`src/rtl/acq_pkg.sv`:
```
package acq_pkg;
   typedef enum logic [2:0] {
      SQ_IDLE,
      SQ_FETCH,
      SQ_EXEC,
      SQ_WB,
      SQ_DRAIN
   } sq_state_e;

   typedef enum logic {
      RSEL_BASE     = 1'b0,
      RSEL_DOORBELL = 1'b1
   } reg_sel_e;

   localparam logic [31:0] ST_DONE        = 32'h0000_0001;
   localparam logic [31:0] ST_UNSUPPORTED = 32'h0000_0002;

   function automatic logic [31:0] bswap32(input logic [31:0] v);
      return {v[7:0], v[15:8], v[23:16], v[31:24]};
   endfunction
endpackage

```
`src/rtl/acq_regs.sv`:
```
module acq_regs
   import acq_pkg::*;
#(
   parameter int PPN_W      = 32,
   parameter int COUNT_W    = 32,
   parameter bit BIG_ENDIAN = 1'b1
) (
   input  logic               clk,
   input  logic               rst_n,
   input  logic               reg_we,
   input  logic               reg_sel,
   input  logic [31:0]        reg_wdata,
   input  logic [COUNT_W-1:0] exec_cnt,
   output logic [PPN_W-1:0]   base_q,
   output logic [COUNT_W-1:0] db_q,
   output logic               abort,
   output logic [31:0]        base_be,
   output logic [31:0]        doorbell_be,
   output logic [31:0]        executed_be
);
   logic [31:0]        wr_val;
   logic [31:0]        base_ext;
   logic [31:0]        db_ext;
   logic [31:0]        ex_ext;
   logic [COUNT_W-1:0] db_new;
   logic [COUNT_W-1:0] db_gap;
   logic               base_wr;
   logic               db_wr;
   logic               db_take;

   always_comb begin
      base_ext = '0;
      base_ext[PPN_W-1:0] = base_q;
      db_ext = '0;
      db_ext[COUNT_W-1:0] = db_q;
      ex_ext = '0;
      ex_ext[COUNT_W-1:0] = exec_cnt;
   end

   generate
      if (BIG_ENDIAN) begin : g_big
         assign wr_val      = bswap32(reg_wdata);
         assign base_be     = bswap32(base_ext);
         assign doorbell_be = bswap32(db_ext);
         assign executed_be = bswap32(ex_ext);
      end else begin : g_little
         assign wr_val      = reg_wdata;
         assign base_be     = base_ext;
         assign doorbell_be = db_ext;
         assign executed_be = ex_ext;
      end
   endgenerate

   assign base_wr = reg_we && (reg_sel == RSEL_BASE);
   assign db_wr   = reg_we && (reg_sel == RSEL_DOORBELL);
   assign abort   = base_wr && (wr_val[PPN_W-1:0] == '0);
   assign db_new  = wr_val[COUNT_W-1:0];
   assign db_gap  = db_new - exec_cnt;
   assign db_take = db_wr && (base_q != '0) && (db_gap != '0) && !db_gap[COUNT_W-1];

   always_ff @(posedge clk or negedge rst_n) begin
      if (!rst_n) begin
         base_q <= '0;
         db_q   <= '0;
      end else begin
         if (base_wr) base_q <= wr_val[PPN_W-1:0];
         if (abort)        db_q <= '0;
         else if (db_take) db_q <= db_new;
      end
   end
endmodule

```
`src/rtl/acq_exec.sv`:
```
module acq_exec
   import acq_pkg::*;
#(
   parameter int NUM_OPS = 16
) (
   input  logic        clk,
   input  logic        rst_n,
   input  logic        op_valid,
   input  logic [31:0] op_code,
   output logic        st_valid,
   output logic [31:0] st_code
);
   localparam logic [31:0] OP_LIMIT = 32'(NUM_OPS);

   always_ff @(posedge clk or negedge rst_n) begin
      if (!rst_n) begin
         st_valid <= 1'b0;
         st_code  <= '0;
      end else begin
         st_valid <= op_valid;
         if (op_valid) st_code <= (op_code < OP_LIMIT) ? ST_DONE : ST_UNSUPPORTED;
      end
   end
endmodule

```
`src/rtl/acq_seq.sv`:
```
module acq_seq
   import acq_pkg::*;
#(
   parameter int PPN_W      = 32,
   parameter int PAGE_SHIFT = 12,
   parameter int SLOT_SHIFT = 6,
   parameter int COUNT_W    = 32,
   parameter int STATUS_OFS = 4,
   parameter bit BIG_ENDIAN = 1'b1,
   localparam int ADDR_W    = PPN_W + PAGE_SHIFT
) (
   input  logic               clk,
   input  logic               rst_n,
   input  logic               abort,
   input  logic [PPN_W-1:0]   base_q,
   input  logic [COUNT_W-1:0] db_q,
   input  logic               st_valid,
   input  logic [31:0]        st_code,
   input  logic               mem_ack,
   input  logic [31:0]        mem_rdata,
   output logic [COUNT_W-1:0] exec_cnt,
   output logic               op_valid,
   output logic [31:0]        op_code,
   output logic               busy,
   output logic               mem_req,
   output logic               mem_we,
   output logic [ADDR_W-1:0]  mem_addr,
   output logic [31:0]        mem_wdata
);
   localparam int IDX_W = PAGE_SHIFT - SLOT_SHIFT;
   localparam logic [SLOT_SHIFT-1:0] ST_OFS = SLOT_SHIFT'(STATUS_OFS);

   sq_state_e          state_q;
   logic [COUNT_W-1:0] cnt_q;
   logic [IDX_W-1:0]   slot;
   logic [31:0]        wb_word;
   logic               pending;

   generate
      if (BIG_ENDIAN) begin : g_big
         assign op_code = bswap32(mem_rdata);
         assign wb_word = bswap32(st_code);
      end else begin : g_little
         assign op_code = mem_rdata;
         assign wb_word = st_code;
      end
   endgenerate

   assign slot     = cnt_q[IDX_W-1:0];
   assign pending  = (base_q != '0) && (db_q != cnt_q);
   assign op_valid = (state_q == SQ_FETCH) && mem_ack && !abort;
   assign busy     = (state_q != SQ_IDLE);
   assign exec_cnt = cnt_q;

   always_ff @(posedge clk or negedge rst_n) begin
      if (!rst_n) begin
         state_q   <= SQ_IDLE;
         cnt_q     <= '0;
         mem_req   <= 1'b0;
         mem_we    <= 1'b0;
         mem_addr  <= '0;
         mem_wdata <= '0;
      end else begin
         case (state_q)
            SQ_IDLE: begin
               if (pending && !abort) begin
                  mem_req  <= 1'b1;
                  mem_we   <= 1'b0;
                  mem_addr <= {base_q, slot, {SLOT_SHIFT{1'b0}}};
                  state_q  <= SQ_FETCH;
               end
            end
            SQ_FETCH: begin
               if (mem_ack) begin
                  mem_req <= 1'b0;
                  state_q <= abort ? SQ_IDLE : SQ_EXEC;
               end else if (abort) begin
                  state_q <= SQ_DRAIN;
               end
            end
            SQ_EXEC: begin
               if (abort) begin
                  state_q <= SQ_IDLE;
               end else if (st_valid) begin
                  mem_req   <= 1'b1;
                  mem_we    <= 1'b1;
                  mem_addr  <= {base_q, slot, ST_OFS};
                  mem_wdata <= wb_word;
                  state_q   <= SQ_WB;
               end
            end
            SQ_WB: begin
               if (mem_ack) begin
                  mem_req <= 1'b0;
                  state_q <= SQ_IDLE;
                  cnt_q   <= cnt_q + 1'b1;
               end else if (abort) begin
                  state_q <= SQ_DRAIN;
               end
            end
            SQ_DRAIN: begin
               if (mem_ack) begin
                  mem_req <= 1'b0;
                  state_q <= SQ_IDLE;
               end
            end
            default: state_q <= SQ_IDLE;
         endcase
         if (abort) cnt_q <= '0;
      end
   end
endmodule

```
`src/rtl/acq_engine.sv`:
```
module acq_engine
   import acq_pkg::*;
#(
   parameter int PPN_W      = 32,
   parameter int PAGE_SHIFT = 12,
   parameter int SLOT_SHIFT = 6,
   parameter int COUNT_W    = 32,
   parameter int NUM_OPS    = 16,
   parameter int STATUS_OFS = 4,
   parameter bit BIG_ENDIAN = 1'b1
) (
   input  logic                        clk,
   input  logic                        rst_n,
   input  logic                        reg_we,
   input  logic                        reg_sel,
   input  logic [31:0]                 reg_wdata,
   output logic [31:0]                 base_be,
   output logic [31:0]                 doorbell_be,
   output logic [31:0]                 executed_be,
   output logic                        busy,
   output logic                        mem_req,
   output logic                        mem_we,
   output logic [PPN_W+PAGE_SHIFT-1:0] mem_addr,
   output logic [31:0]                 mem_wdata,
   input  logic [31:0]                 mem_rdata,
   input  logic                        mem_ack
);
   localparam int IDX_W = PAGE_SHIFT - SLOT_SHIFT;

   if (SLOT_SHIFT < 3 || SLOT_SHIFT >= PAGE_SHIFT) begin : g_bad_slot
      $error("slot size must be at least 8 bytes and below one page");
   end
   if ((STATUS_OFS % 4) != 0 || STATUS_OFS < 4 || STATUS_OFS >= (1 << SLOT_SHIFT)) begin : g_bad_ofs
      $error("status offset must be word aligned, past the command word, inside a slot");
   end
   if (COUNT_W <= IDX_W || COUNT_W > 32) begin : g_bad_cnt
      $error("count width must exceed the slot index width and fit 32 bits");
   end
   if (PPN_W < 1 || PPN_W > 32 || NUM_OPS < 1) begin : g_bad_misc
      $error("page number width or opcode count out of range");
   end

   logic [PPN_W-1:0]   base_q;
   logic [COUNT_W-1:0] db_q;
   logic [COUNT_W-1:0] exec_cnt;
   logic               abort;
   logic               op_valid;
   logic [31:0]        op_code;
   logic               st_valid;
   logic [31:0]        st_code;

   acq_regs #(.PPN_W(PPN_W), .COUNT_W(COUNT_W), .BIG_ENDIAN(BIG_ENDIAN)) u_regs (
      .clk(clk), .rst_n(rst_n), .reg_we(reg_we), .reg_sel(reg_sel), .reg_wdata(reg_wdata),
      .exec_cnt(exec_cnt), .base_q(base_q), .db_q(db_q), .abort(abort),
      .base_be(base_be), .doorbell_be(doorbell_be), .executed_be(executed_be)
   );

   acq_seq #(
      .PPN_W(PPN_W), .PAGE_SHIFT(PAGE_SHIFT), .SLOT_SHIFT(SLOT_SHIFT),
      .COUNT_W(COUNT_W), .STATUS_OFS(STATUS_OFS), .BIG_ENDIAN(BIG_ENDIAN)
   ) u_seq (
      .clk(clk), .rst_n(rst_n), .abort(abort), .base_q(base_q), .db_q(db_q),
      .st_valid(st_valid), .st_code(st_code), .mem_ack(mem_ack), .mem_rdata(mem_rdata),
      .exec_cnt(exec_cnt), .op_valid(op_valid), .op_code(op_code), .busy(busy),
      .mem_req(mem_req), .mem_we(mem_we), .mem_addr(mem_addr), .mem_wdata(mem_wdata)
   );

   acq_exec #(.NUM_OPS(NUM_OPS)) u_exec (
      .clk(clk), .rst_n(rst_n), .op_valid(op_valid), .op_code(op_code),
      .st_valid(st_valid), .st_code(st_code)
   );
endmodule

```
`config.mk`:
```
export PLATFORM = sky130hd
export DESIGN_NAME = acq_engine
export DESIGN_NICKNAME = d
export VERILOG_FILES = /design/src/rtl/acq_pkg.sv /design/src/rtl/acq_regs.sv /design/src/rtl/acq_exec.sv /design/src/rtl/acq_seq.sv /design/src/rtl/acq_engine.sv
export SDC_FILE = /design/constraint.sdc
export NUM_CORES = 1
export LEC_CHECK = 0
export ABC_AREA = 1
export BUFFER_PORTS_ARGS = -buffer_cell sky130_fd_sc_hd__buf_2
export CELL_PAD_IN_SITES_DETAIL_PLACEMENT = 0
export CELL_PAD_IN_SITES_GLOBAL_PLACEMENT = 1
export CORE_MARGIN = 2
export CORE_UTILIZATION = 26
export DETAILED_ROUTE_END_ITERATION = 8
export PLACE_DENSITY_LB_ADDON = 0.1
export REMOVE_ABC_BUFFERS = 1
export SYNTH_ARGS = -nofsm -noshare
export SYNTH_HDL_FRONTEND = slang
export SYNTH_HIERARCHICAL = 1
export SYNTH_SLANG_ARGS = --single-unit
```
`constraint.sdc`:
```
create_clock -name clk -period 2.6 [get_ports clk]
set_clock_uncertainty 0.2 [all_clocks]
set_input_delay 0.13 -clock clk [delete_from_list [all_inputs] [get_ports clk]]
set_output_delay 0.13 -clock clk [all_outputs]
set_load 0.01 [all_outputs]
```
# Word level (Yosys, flattened, before mapping)
# Index checks and enable logic that the tools add are counted.
dict set report totals {
  register_bits 210
}
dict set report op_classes {
  reduce_logical 28
  n_lt_le_gt_ge 1
  n_addsub 2
  n_mux 26
  bitwise 2
  eq_ne 11
}
# op n
set op_table {}
lappend op_table {{$mux 32} 5}
lappend op_table {{$mux 44} 3}
lappend op_table {{$pmux 44 s2} 1}
lappend op_table {{$reduce_bool 32->1} 2}
lappend op_table {{$add 32x1->32 const B} 1}
lappend op_table {{$logic_not 32->1} 1}
lappend op_table {{$lt 32x5->1 const B} 1}
lappend op_table {{$ne 32x32->1} 1}
lappend op_table {{$sub 32x32->32} 1}
lappend op_table {{$mux 3} 7}
lappend op_table {{$pmux 3 s5} 1}
lappend op_table {{$logic_and 1x1->1} 10}
lappend op_table {{$reduce_bool 2->1} 4}
lappend op_table {{$eq 3x2->1 const B} 2}
lappend op_table {{$ne 2x1->1 const B} 3}
lappend op_table {{$reduce_and 3->1} 2}
lappend op_table {{$reduce_bool 3->1} 2}
lappend op_table {{$mux 1} 5}
lappend op_table {{$reduce_and 5->1} 1}
lappend op_table {{$mux 2} 2}
lappend op_table {{$ne 2x2->1 const B} 2}
lappend op_table {{$reduce_and 4->1} 1}
lappend op_table {{$eq 3x1->1 const B} 1}
lappend op_table {{$eq 3x3->1 const B} 1}
lappend op_table {{other kinds (8)} 10}

# Depth between registers and ports, before layout
# Gate-level depths: netlist of the first run.
dict set report depth {
  depth_word 7
  depth_mapped 21
  depth_no_buf 20
}

# Hierarchy
# The synthesis of the first run kept the hierarchy.
# module area_per_inst_um2 n_inst seq_area_each_um2 cells_per_inst
set by_module_without_submodules {}
lappend by_module_without_submodules {acq_regs 6278.5 1 1601.5 1020}
lappend by_module_without_submodules {acq_seq 5662.9 1 2677.6 677}
lappend by_module_without_submodules {acq_exec 435.4 1 75.1 68}

# Worst setup path after synthesis of the first run
# OpenSTA, ideal clock, no wires.
dict set report synth_path {
  kind {in2reg}
  from {input reg_we}
  to {register u_seq.cnt_q[13] (netlist: u_seq/exec_cnt[13])}
  t_arrival_ns 2.436
  slack_ns -0.156
  setup_ns 0.120
  path_stages 16
  cell_sequence {inv_1 -> nor2_1 -> inv_1 -> clkbuf_1 -> nor2_1 -> nand4_1 -> nor4_1 -> inv_2 -> nand2_2 -> nand2_2 -> nor2_4 -> nand2_1 -> nor2_2 -> nand3_1 -> nand2_1 -> a21oi_1}
}
dict set report synth_via {
  elab_chain_len 4
  word_cells_on_any_way 6
}
# item line_no
set synth_lines {}
lappend synth_lines {{start: declaration} acq_engine.sv:14} ;# input logic reg_we,
lappend synth_lines {{$logic_and 1x1->1 (*)} acq_regs.sv:54} ;# assign base_wr = reg_we && (reg_sel == RSEL_BASE);
lappend synth_lines {{$logic_and 1x1->1 (*)} acq_regs.sv:56} ;# assign abort = base_wr && (wr_val[PPN_W-1:0] == '0);
lappend synth_lines {{net abort} acq_engine.sv:46} ;# logic abort;
lappend synth_lines {{$reduce_bool 2->1 (no source line)} -}
lappend synth_lines {{$reduce_and 2->1 (no source line)} -}
lappend synth_lines {{end signal: assignment} acq_seq.sv:96} ;# cnt_q <= cnt_q + 1'b1;
lappend synth_lines {{end: declaration} acq_seq.sv:34} ;# logic [COUNT_W-1:0] cnt_q;
# Mark *: on every way through the listed nets, which the timed path passes. The rest lies on a longest branch.
# A chain may end at the register's enable or synchronous reset.

# Final worst setup path of the first run
dict set report layout_path {
  from {register u_seq.cnt_q[0] (netlist: u_seq/exec_cnt[0])}
  to {register u_regs.db_q[6]}
}
dict set report layout_via {
  elab_chain_len 5
  word_cells_on_any_way 6
}
# item line_no
set layout_lines {}
lappend layout_lines {{$sub 32x32->32 (*)} acq_regs.sv:58} ;# assign db_gap = db_new - exec_cnt;
lappend layout_lines {{$reduce_bool 32->1} acq_regs.sv:59} ;# assign db_take = db_wr && (base_q != '0) && (db_gap != '0) && !db_gap[COUNT_W-1];
lappend layout_lines {{$logic_and 1x1->1} acq_regs.sv:59}
lappend layout_lines {{$logic_and 1x1->1 (*)} acq_regs.sv:59}
lappend layout_lines {{$reduce_bool 2->1 (no source line) (*)} -}
lappend layout_lines {{end signal: assignment} acq_regs.sv:68} ;# else if (db_take) db_q <= db_new;
lappend layout_lines {{end: declaration} acq_regs.sv:15} ;# output logic [COUNT_W-1:0] db_q,
# Every way passes the cells marked *; elsewhere a longest branch is shown, timed or not.

==> impl_metrics.tcl, run 1 <==
set metrics [dict create \
    synthesis.instances 1761 \
    layout_worst_path_cycle_share_pct 113.4 \
    fin_area_mm2 0.01645 \
    cts-buffers-inserted 17 \
    maxSlewViolCount 0 \
    drc 0 \
    postSynthAreaPerCell_um2 7.011 \
    core-area_mm2 0.04675 \
    final_common_cell "nand2_1" \
    clk_latency_ns 0.46 \
    via_count 12043 \
    pin_count_of_the_biggest_net_entering_global_routing 59 \
    initial_utilization_pct 26.41 \
    worst-slew-pin-transition_ns 0.5714 \
    detailed_routing_iteration_count_for_the_pre_antenna_repair_pass 5 \
    layout-drive-gt1-share_pct 30.16 \
    unrepaired_setup_endpoints_after_global_routing "true" \
    residual_antenna_violating_net_count_after_detailed_routing 0 \
    setup_viol 32 \
    p_leak_nw 9.327 \
    max_clock_freq_mhz 339.1 \
    failed_checks "negative setup slack" \
    cts_num_sinks 174 \
    antenna_cells_inserted 0 \
    port_buffers 234 \
    ctsLongestPathBuffers 2 \
    path_class "register to register" \
    initial_antenna_violation_count 1 \
    startpoint_type_of_the_worst_setup_path "register" \
    r2r.worst_path.cells 19 \
    reg2reg_from "u_seq/exec_cnt[0]" \
    routedWlPerCell_um 18.40 \
    cp_data_arrival_time_ns 3.13 \
    die_h_um 221.9 \
    timing.critical_path.required_ns 2.78 \
    p_per_area_mw_per_mm2 547.1 \
    detailed_place_hpwl_um 39360 \
    floorplan.io_pins 244 \
    rrSetupSlack_ns -0.35 \
    worstReg2RegEnd "u_regs/db_q[6]" \
    syn-cell-area_mm2 0.01235 \
    tritoncts_clock_tree "done" \
    final_cell_mix "nand2_1, buf_2, inv_1, buf_4, dfrtp_1" \
    final_util_pct 35.18 \
    routabilityCongestion 0.8385 \
    finalNetCount 2212 \
    global_route.overflow_total 0 \
    detailedRoute.firstIterationViolations 818 \
    avgViaCountPerCell 4.413 \
    placement.cell_area_mm2 0.01457 \
    fp-row-count 79 \
    ir_worst_vdd_mv 0.4822 \
    maxSlewHeadroom_pct 61.91 \
    hold_violations 0 \
    critical_path.max_fanout 8 \
    die_width_um 221.9 \
    via_count_of_the_first_global_routing_pass 11857 \
    yosys_warnings 6 \
    wl_um 50220 \
    status "finished, violations left" \
    clk_pin_slew_worst_paths_ns 0.07 \
    fin_worst_setup_slack_ns -0.3492 \
    global_route_wire_length_before_repair_um 75000 \
    cts_root_buf "clkbuf_16" \
    cts_max_level 4 \
    tot_pwr_w 0.008999 \
    finalCriticalPeriod_ns 2.949 \
    drv_cap 0 \
    hold_path.class "input pin to async pin" \
    globalRouteTotalUtil_pct 20.30 \
    design.die.area_mm2 0.04925 \
    layout-area-overhead-vs-synth_pct 33.23 \
    setup.worst_path.end_class "register" \
]
worst max-delay path, stage by stage, from the launching register on:
cell and delay, ns:
dfrtp_1 0.39, ha_2 0.19, fa_2 0.35, inv_2 0.09, nand2_2 0.06, nand2_1 0.08, nand3_2 0.11, nand2_4 0.11
buf_4 0.11, nand3_1 0.11, nand3_1 0.09, nand2_1 0.05, nand2_1 0.05, nand2_1 0.07, nor2_2 0.15, nand4_4 0.15
nand2_8 0.17, buf_12 0.15, nand3_1 0.07, nand2_1 0.10
flip-flops by register name, summed over array words and instances (netlist names):
| signal | flops |
|---|---|
| u_exec/st_code | 2 |
| u_exec/st_valid | 1 |
| u_regs/base_q | 32 |
| u_regs/db_q | 32 |
| u_seq/exec_cnt | 32 |
| u_seq/mem_addr | 39 |
| u_seq/mem_req | 1 |
| u_seq/mem_wdata | 32 |
| u_seq/state_q | 3 |
layout make-up:
| class | count | area [um^2] |
|---|---|---|
| clock buffers | 18 | 429.2 |
| clock inverters | 13 | 163.9 |
| fillers | 5145 | 30300 |
| inverters | 232 | 870.8 |
| multi-input cells | 1190 | 6377 |
| flip-flops and latches | 174 | 4354 |
| well taps | 607 | 759.5 |
| repair buffers | 495 | 3495 |
metal layers:
metal  part of all wire, %  up-vias  global-route usage (%)
li1                      -     6009                       -
met1                    46     5703                   26.49
met2                    47      265                   33.96
met3                   3.6       64                   3.048
met4                   3.3        2                   7.432
met5                 0.026        -                       0
where the power goes:
part / switching [W] / internal (W)
Clock: 0.00118 / 0.00151
Sequential: 0.000342 / 0.00306
Combinational: 0.00163 / 0.00127
worst max-delay path by stage:
stage	startpoint	to	slack, ns	cells after the start
after global routing	u_seq/exec_cnt[24]	u_regs/db_q[6]	-0.49	17
after detailed placement	u_seq/exec_cnt[0]	u_regs/db_q[16]	-0.51	16
after global placement	u_seq/exec_cnt[0]	u_regs/db_q[23]	-0.50	16
final	u_seq/exec_cnt[0]	u_regs/db_q[6]	-0.35	19
after CTS	u_seq/exec_cnt[0]	u_regs/db_q[6]	-0.30	17
after floorplan	reg_we	u_seq/mem_addr[10]	-2.88	11
what timing repair did:
| action | 4_1_cts | 5_1_grt |
|---|---|---|
| hold buffers | 56 | 0 |
| pin swaps | 3 | 23 |
| endpoints found under the setup margin | 32 | 122 |
| resized for setup | 62 | 64 |
| buffers inserted | 6 | 5 |
| cloned | 1 | 1 |
| endpoints found under the hold margin | 243 | 0 |
per-stage QoR:
stage,cells,hold WS [ns],TNS [ns],setup WS (ns)
floorplan,1596,-0.3656,-303.04,-2.882
global placement,2629,-0.05024,-22.44,-0.4984
detailed placement,2629,-0.04931,-21.71,-0.5067
CTS,2723,0.02460,-7.856,-0.2956
global route,2729,0.05501,-13.97,-0.4870
finish,2729,0.01098,-9.355,-0.3492
No activity file was read; power rests on OpenSTA's default activity.
==> run 2, diff against run 1 <==
--- a/config.mk
+++ b/config.mk
@@ -6,7 +6,8 @@
 export NUM_CORES = 1
 export LEC_CHECK = 0
 export ABC_AREA = 1
-export BUFFER_PORTS_ARGS = -buffer_cell sky130_fd_sc_hd__buf_2
+export BUFFER_PORTS_ARGS = -buffer_cell sky130_fd_sc_hd__buf_4
+export CAP_MARGIN = 30
 export CELL_PAD_IN_SITES_DETAIL_PLACEMENT = 0
 export CELL_PAD_IN_SITES_GLOBAL_PLACEMENT = 1
 export CORE_MARGIN = 2
@@ -18,3 +19,4 @@
 export SYNTH_HDL_FRONTEND = slang
 export SYNTH_HIERARCHICAL = 1
 export SYNTH_SLANG_ARGS = --single-unit
+export TNS_END_PERCENT = 1
==> impl_metrics.tcl, run 2 (synthesis gave the netlist of run 1 again) <==
set metrics [dict create \
    status "finished, violations left" \
    failed_checks "negative setup slack" \
    antenna_cells_inserted 0 \
    comb_power_share_pct 32.8 \
    path_class "register to register" \
    area.sequential_mm2 0.004354 \
    via_count_of_the_first_global_routing_pass 11934 \
    final_common_cell "nand2_1" \
    global_route.overflow_total 0 \
    layout_worst_path_cycle_share_pct 109.8 \
    avgViaCountPerCell 4.388 \
    ir_worst_vdd_mv 0.5123 \
    p_sw_w 0.003165 \
    layout-drive-gt1-share_pct 29.89 \
    max_clock_freq_mhz 350.4 \
    detailed_routing_iteration_count_for_the_pre_antenna_repair_pass 5 \
    design.die.area_mm2 0.04925 \
    cp_data_arrival_time_ns 3.04 \
    setup_viol 32 \
    drv_cap 0 \
    die_width_um 221.9 \
    maxSlewViolCount 0 \
    placed_cells_incl_taps 2622 \
    detailedRoute.firstIterationViolations 778 \
    finalNetCount 2200 \
    tritoncts_clock_tree "done" \
    p_leak_nw 9.357 \
    fin_worst_setup_slack_ns -0.2542 \
    detailed_place_hpwl_um 38810 \
    pin_count_of_the_biggest_net_entering_global_routing 62 \
    final_cell_count_no_fill 2718 \
    clk_latency_ns 0.46 \
    switching_share_pct 34.27 \
    floorplan.io_pins 244 \
    critical_path.max_fanout 9 \
    core-area_mm2 0.04675 \
    via_count 11927 \
    cts-buffers-inserted 17 \
    multi_input_comb_area_mm2 0.006399 \
    wl_um 49450 \
    detailedPlace.worstSlack_ns -0.3853 \
    p_per_area_mw_per_mm2 543.1 \
    layout-area-overhead-vs-synth_pct 37.72 \
    residual_antenna_violating_net_count_after_detailed_routing 0 \
    maxSlewHeadroom_pct 63.24 \
    initial_utilization_pct 26.41 \
    global_route_wire_length_before_repair_um 75440 \
    internal-power_w 0.006070 \
    setup.worst_path.end_class "register" \
    unrepaired_setup_endpoints_after_global_routing "true" \
    final_cell_mix "nand2_1, buf_4, inv_1, dfrtp_1, nand3_1" \
    hold_violations 0 \
    ctsLongestPathBuffers 2 \
    die_h_um 221.9 \
    power_frac_clock_pct 30.0 \
    clk_pin_slew_worst_paths_ns 0.07 \
    cts_num_sinks 174 \
    nFillCells 5032 \
    power_frac_seq_pct 37.2 \
    port_buffers 234 \
    routedWlPerCell_um 18.19 \
    fin_tns_setup_ns -7.008 \
    placement.cell_area_mm2 0.01515 \
    largest_reg_flops 39 \
    final_util_pct 36.37 \
    finalCriticalPeriod_ns 2.854 \
    drc 0 \
    cts_root_buf "clkbuf_16" \
    fp-row-count 79 \
    cts_max_level 4 \
    timing.critical_path.required_ns 2.79 \
    r2r.worst_path.cells 17 \
    globalRouteTotalUtil_pct 20.22 \
    hold_path.class "input pin to async pin" \
    regMostFlops "u_seq/mem_addr" \
    fin_area_mm2 0.01700 \
    worst-slew-pin-transition_ns 0.5515 \
    startpoint_type_of_the_worst_setup_path "register" \
    initial_antenna_violation_count 0 \
    routabilityCongestion 0.8501 \
]
## run 2: changes by cell type in the layout (fill, tap and decap cells not counted), sizes merged
cell,previous run,this run
buf,437,426
dlygate4sd3,51,54
dlymetal6s4s,5,2
clkbuf,20,22
clkinvlp,4,3
inv,233,232
## run 2: metal layers
layer,part of all wire [%],vias up,global-route usage [%]
li1,-,5978,-
met1,45,5631,26.70
met2,49,277,34.64
met3,3.6,41,2.544
met4,2.0,0,5.689
met5,0,-,0
## run 2: layout make-up
class | instances | share of cell area (%)
repair buffers | 483 | 23.55
multi-input cells | 1190 | 37.63
flip-flops and latches | 174 | 25.61
clock inverters | 11 | 0.9198
well taps | 607 | 4.467
inverters | 232 | 5.121
clock buffers | 21 | 2.708
## run 2: repair_timing
item | CTS | global route
resized for setup | 63 | 62
buffers inserted | 7 | 3
setup endpoints to repair | 32 | 121
gates cloned | 1 | 0
hold endpoints to repair | 244 | 0
hold buffers | 56 | 0
pin swaps | 17 | 23
## run 2: per-stage QoR
stage / hold slack [ns] / total power, W
after floorplan: -0.3656 / 0.004594
after global placement: -0.03156 / 0.006262
after detailed placement: -0.03171 / 0.006260
after CTS: 0.01295 / 0.009251
after global routing: 0.03694 / 0.009799
final: 0.02908 / 0.009235
## run 2: power groups by stage
| stage | combinational (W) | sequential (W) | clock, W |
|---|---|---|---|
| floorplan | 0.00103 | 0.00357 | 0 |
| global placement | 0.00279 | 0.00348 | 0 |
| detailed placement | 0.00277 | 0.00349 | 0 |
| CTS | 0.00295 | 0.00344 | 0.00286 |
| global route | 0.00335 | 0.00349 | 0.00296 |
| finish | 0.00303 | 0.00343 | 0.00277 |
## run 2: critical path, stage by stage, from the launching register on
cell and delay, ns:
dfrtp_1 0.42, ha_4 0.18, fa_2 0.37, inv_2 0.09, buf_4 0.11, nand3_1 0.12, nand3_4 0.15, nand2_2 0.09
nand3_1 0.07, nand2_1 0.05, nand2_1 0.08, nand2_1 0.10, nor2_2 0.16, nand4_4 0.14, nand2_4 0.14, buf_12 0.15
nand3_1 0.08, nand2_1 0.08
## run 2: path summary, 6_finish.rpt
check | end | slack, ns | start
hold / removal | u_seq/mem_wdata[10] | 0.03 | rst_n
setup / recovery | u_regs/db_q[8] | -0.25 | u_seq/exec_cnt[0]
setup reg to reg | u_regs/db_q[8] | -0.25 | u_seq/exec_cnt[0]
hold reg to reg | u_seq/mem_req | 0.27 | u_seq/mem_req
min in group clk | u_regs/base_q[26] | 0.03 | reg_sel
max in group asynchronous | u_regs/db_q[29] | 1.48 | rst_n
==> run 3, diff against run 2 <==
--- a/config.mk
+++ b/config.mk
@@ -14,7 +14,6 @@
 export CORE_UTILIZATION = 26
 export DETAILED_ROUTE_END_ITERATION = 8
 export PLACE_DENSITY_LB_ADDON = 0.1
-export REMOVE_ABC_BUFFERS = 1
 export SYNTH_ARGS = -nofsm -noshare
 export SYNTH_HDL_FRONTEND = slang
 export SYNTH_HIERARCHICAL = 1
==> impl_metrics.tcl, run 3 (synthesis gave the netlist of run 1 again) <==
set metrics [dict create \
    path_class "register to register" \
    globalRouteTotalUtil_pct 20.02 \
    placement.cell_area_mm2 0.01500 \
    startpoint_type_of_the_worst_setup_path "register" \
    internal-power_w 0.006091 \
    clk_latency_ns 0.50 \
    fp-row-count 79 \
    routedWlPerCell_um 17.93 \
    initial_utilization_pct 26.41 \
    maxSlewViolCount 0 \
    rrSetupSlack_ns -0.27 \
    status "finished, violations left" \
    ir_worst_vdd_mv 0.5093 \
    failed_checks "negative setup slack" \
    worstReg2RegEnd "u_regs/db_q[29]" \
    reg2reg_from "u_seq/exec_cnt[0]" \
    cts_max_level 4 \
    residual_antenna_violating_net_count_after_detailed_routing 0 \
    hold_path.class "input pin to register" \
    p_per_area_mw_per_mm2 555.4 \
    tritoncts_clock_tree "done" \
    fin_tns_setup_ns -6.997 \
    global_route.overflow_total 0 \
    final_common_cell "nand2_1" \
    switching_share_pct 34.47 \
    floorplan.io_pins 244 \
    detailed_routing_iteration_count_for_the_pre_antenna_repair_pass 5 \
    cp_data_arrival_time_ns 3.09 \
    layout_worst_path_cycle_share_pct 110.3 \
    die_width_um 221.9 \
    setup.worst_path.end_class "register" \
    initial_antenna_violation_count 0 \
    p_leak_nw 9.247 \
    timing.hold.ws_ns 0.2356 \
    final_util_pct 35.80 \
    via_count_of_the_first_global_routing_pass 11742 \
    drv_cap 0 \
    largest_reg_flops 39 \
    routabilityCongestion 0.8090 \
    worstHoldStart "reg_we" \
    critical_path.max_fanout 15 \
    ctsLongestPathBuffers 2 \
    layout-area-overhead-vs-synth_pct 35.55 \
    power_frac_clock_pct 31.8 \
    hold_violations 0 \
    setup_viol 33 \
    regMostFlops "u_seq/mem_addr" \
    clk_pin_slew_worst_paths_ns 0.08 \
    final_cell_mix "nand2_1, buf_4, inv_1, dfrtp_1, nand3_1" \
    layout-drive-gt1-share_pct 28.06 \
    cts_root_buf "clkbuf_16" \
    r2r.worst_path.cells 15 \
    detailed_place_hpwl_um 38590 \
    antenna_cells_inserted 0 \
    avgViaCountPerCell 4.377 \
    timing.critical_path.required_ns 2.83 \
    die_h_um 221.9 \
    max_clock_freq_mhz 348.8 \
    pin_count_of_the_biggest_net_entering_global_routing 60 \
    hold-path-endpoint "u_regs/db_q[1]" \
    comb_power_share_pct 31.3 \
    port_buffers 234 \
    unrepaired_setup_endpoints_after_global_routing "true" \
    global_route_wire_length_before_repair_um 73980 \
    core-area_mm2 0.04675 \
    holdPathStages 7 \
    detailedRoute.firstIterationViolations 824 \
    drc 0 \
    wl_um 48600 \
    finalCriticalPeriod_ns 2.867 \
    design.die.area_mm2 0.04925 \
    cts_num_sinks 174 \
    fin_worst_setup_slack_ns -0.2671 \
    nFillCells 5024 \
    cts-buffers-inserted 17 \
    via_count 11861 \
    detailedPlace.worstSlack_ns -0.4449 \
    p_sw_w 0.003204 \
    finalNetCount 2192 \
    fin_area_mm2 0.01674 \
    power_frac_seq_pct 36.9 \
]
run 3: cell count changes in the layout (fill, tap and decap cells not counted), sizes merged:
cell,previous run,this run
buf,426,409
clkbuf,22,20
bufinv,3,4
dlygate4sd3,54,65
dlymetal6s4s,2,0
inv,232,235
clkinvlp,3,1
run 3: how the worst max path moves through the flow:
stage	startpoint	to	slack [ns]	cells after the start
finish	u_seq/exec_cnt[0]	u_regs/db_q[29]	-0.27	15
global route	u_seq/exec_cnt[0]	u_regs/db_q[22]	-0.42	18
CTS	u_seq/exec_cnt[10]	u_regs/db_q[22]	-0.24	17
detailed placement	reg_wdata[14]	u_seq/exec_cnt[27]	-0.44	14
global placement	reg_wdata[14]	u_seq/exec_cnt[27]	-0.43	14
floorplan	u_seq/exec_cnt[0]	u_regs/db_q[11]	-0.06	20
run 3: layout make-up:
type	instances	area [um^2]	area share (%)
Clock buffer	19	442.9	2.647
Clock inverter	13	201.4	1.204
Inverter	232	870.8	5.203
Multi-Input combinational cell	1190	6187	36.97
Sequential cell	174	4354	26.02
Tap cell	607	759.5	4.538
Timing Repair Buffer	475	3920	23.42
run 3: through the flow:
stage	total power (W)	instances
finish	0.009295	2710
global route	0.009857	2710
CTS	0.009391	2710
detailed placement	0.006212	2609
global placement	0.006204	2609
floorplan	0.004936	1794
run 3: critical path, cell delays in order, from the launching register on:
cell and delay [ns]:
dfrtp_1 0.43, ha_4 0.19, fa_2 0.51, nand2_1 0.05, a21oi_1 0.13, nand4_1 0.13
nor2_1 0.13, nand2_1 0.06, nor2_1 0.10, nand2_1 0.09, nor2_4 0.15, nand4_4 0.14
nand2_4 0.15, buf_12 0.16, nand3_1 0.08, nand2_1 0.09
run 3: metal layers:
metal  track usage [%]  wire, um  vias to the layer above
met5                 0         0                        -
met4             5.340       726                        0
met3             3.538      1728                       34
met2             32.47     22820                      235
met1             27.38     23330                     5624
li1                  -         -                     5968
run 3: what timing repair did:
action,in CTS,in global routing
gates cloned,1,0
pin swaps,7,16
resized for setup,37,51
setup endpoints to repair,32,120
hold buffers,66,0
hold endpoints to repair,246,0
buffers inserted,2,0
run 3: power groups by stage:
| stage | Clock (W) | Sequential, W | Combinational [W] |
|---|---|---|---|
| after global placement | 0 | 0.00348 | 0.00273 |
| after CTS | 0.00306 | 0.00343 | 0.00290 |
| after global routing | 0.00316 | 0.00348 | 0.00321 |
| after floorplan | 0 | 0.00348 | 0.00145 |
| final | 0.00296 | 0.00343 | 0.00291 |
| after detailed placement | 0 | 0.00349 | 0.00272 |
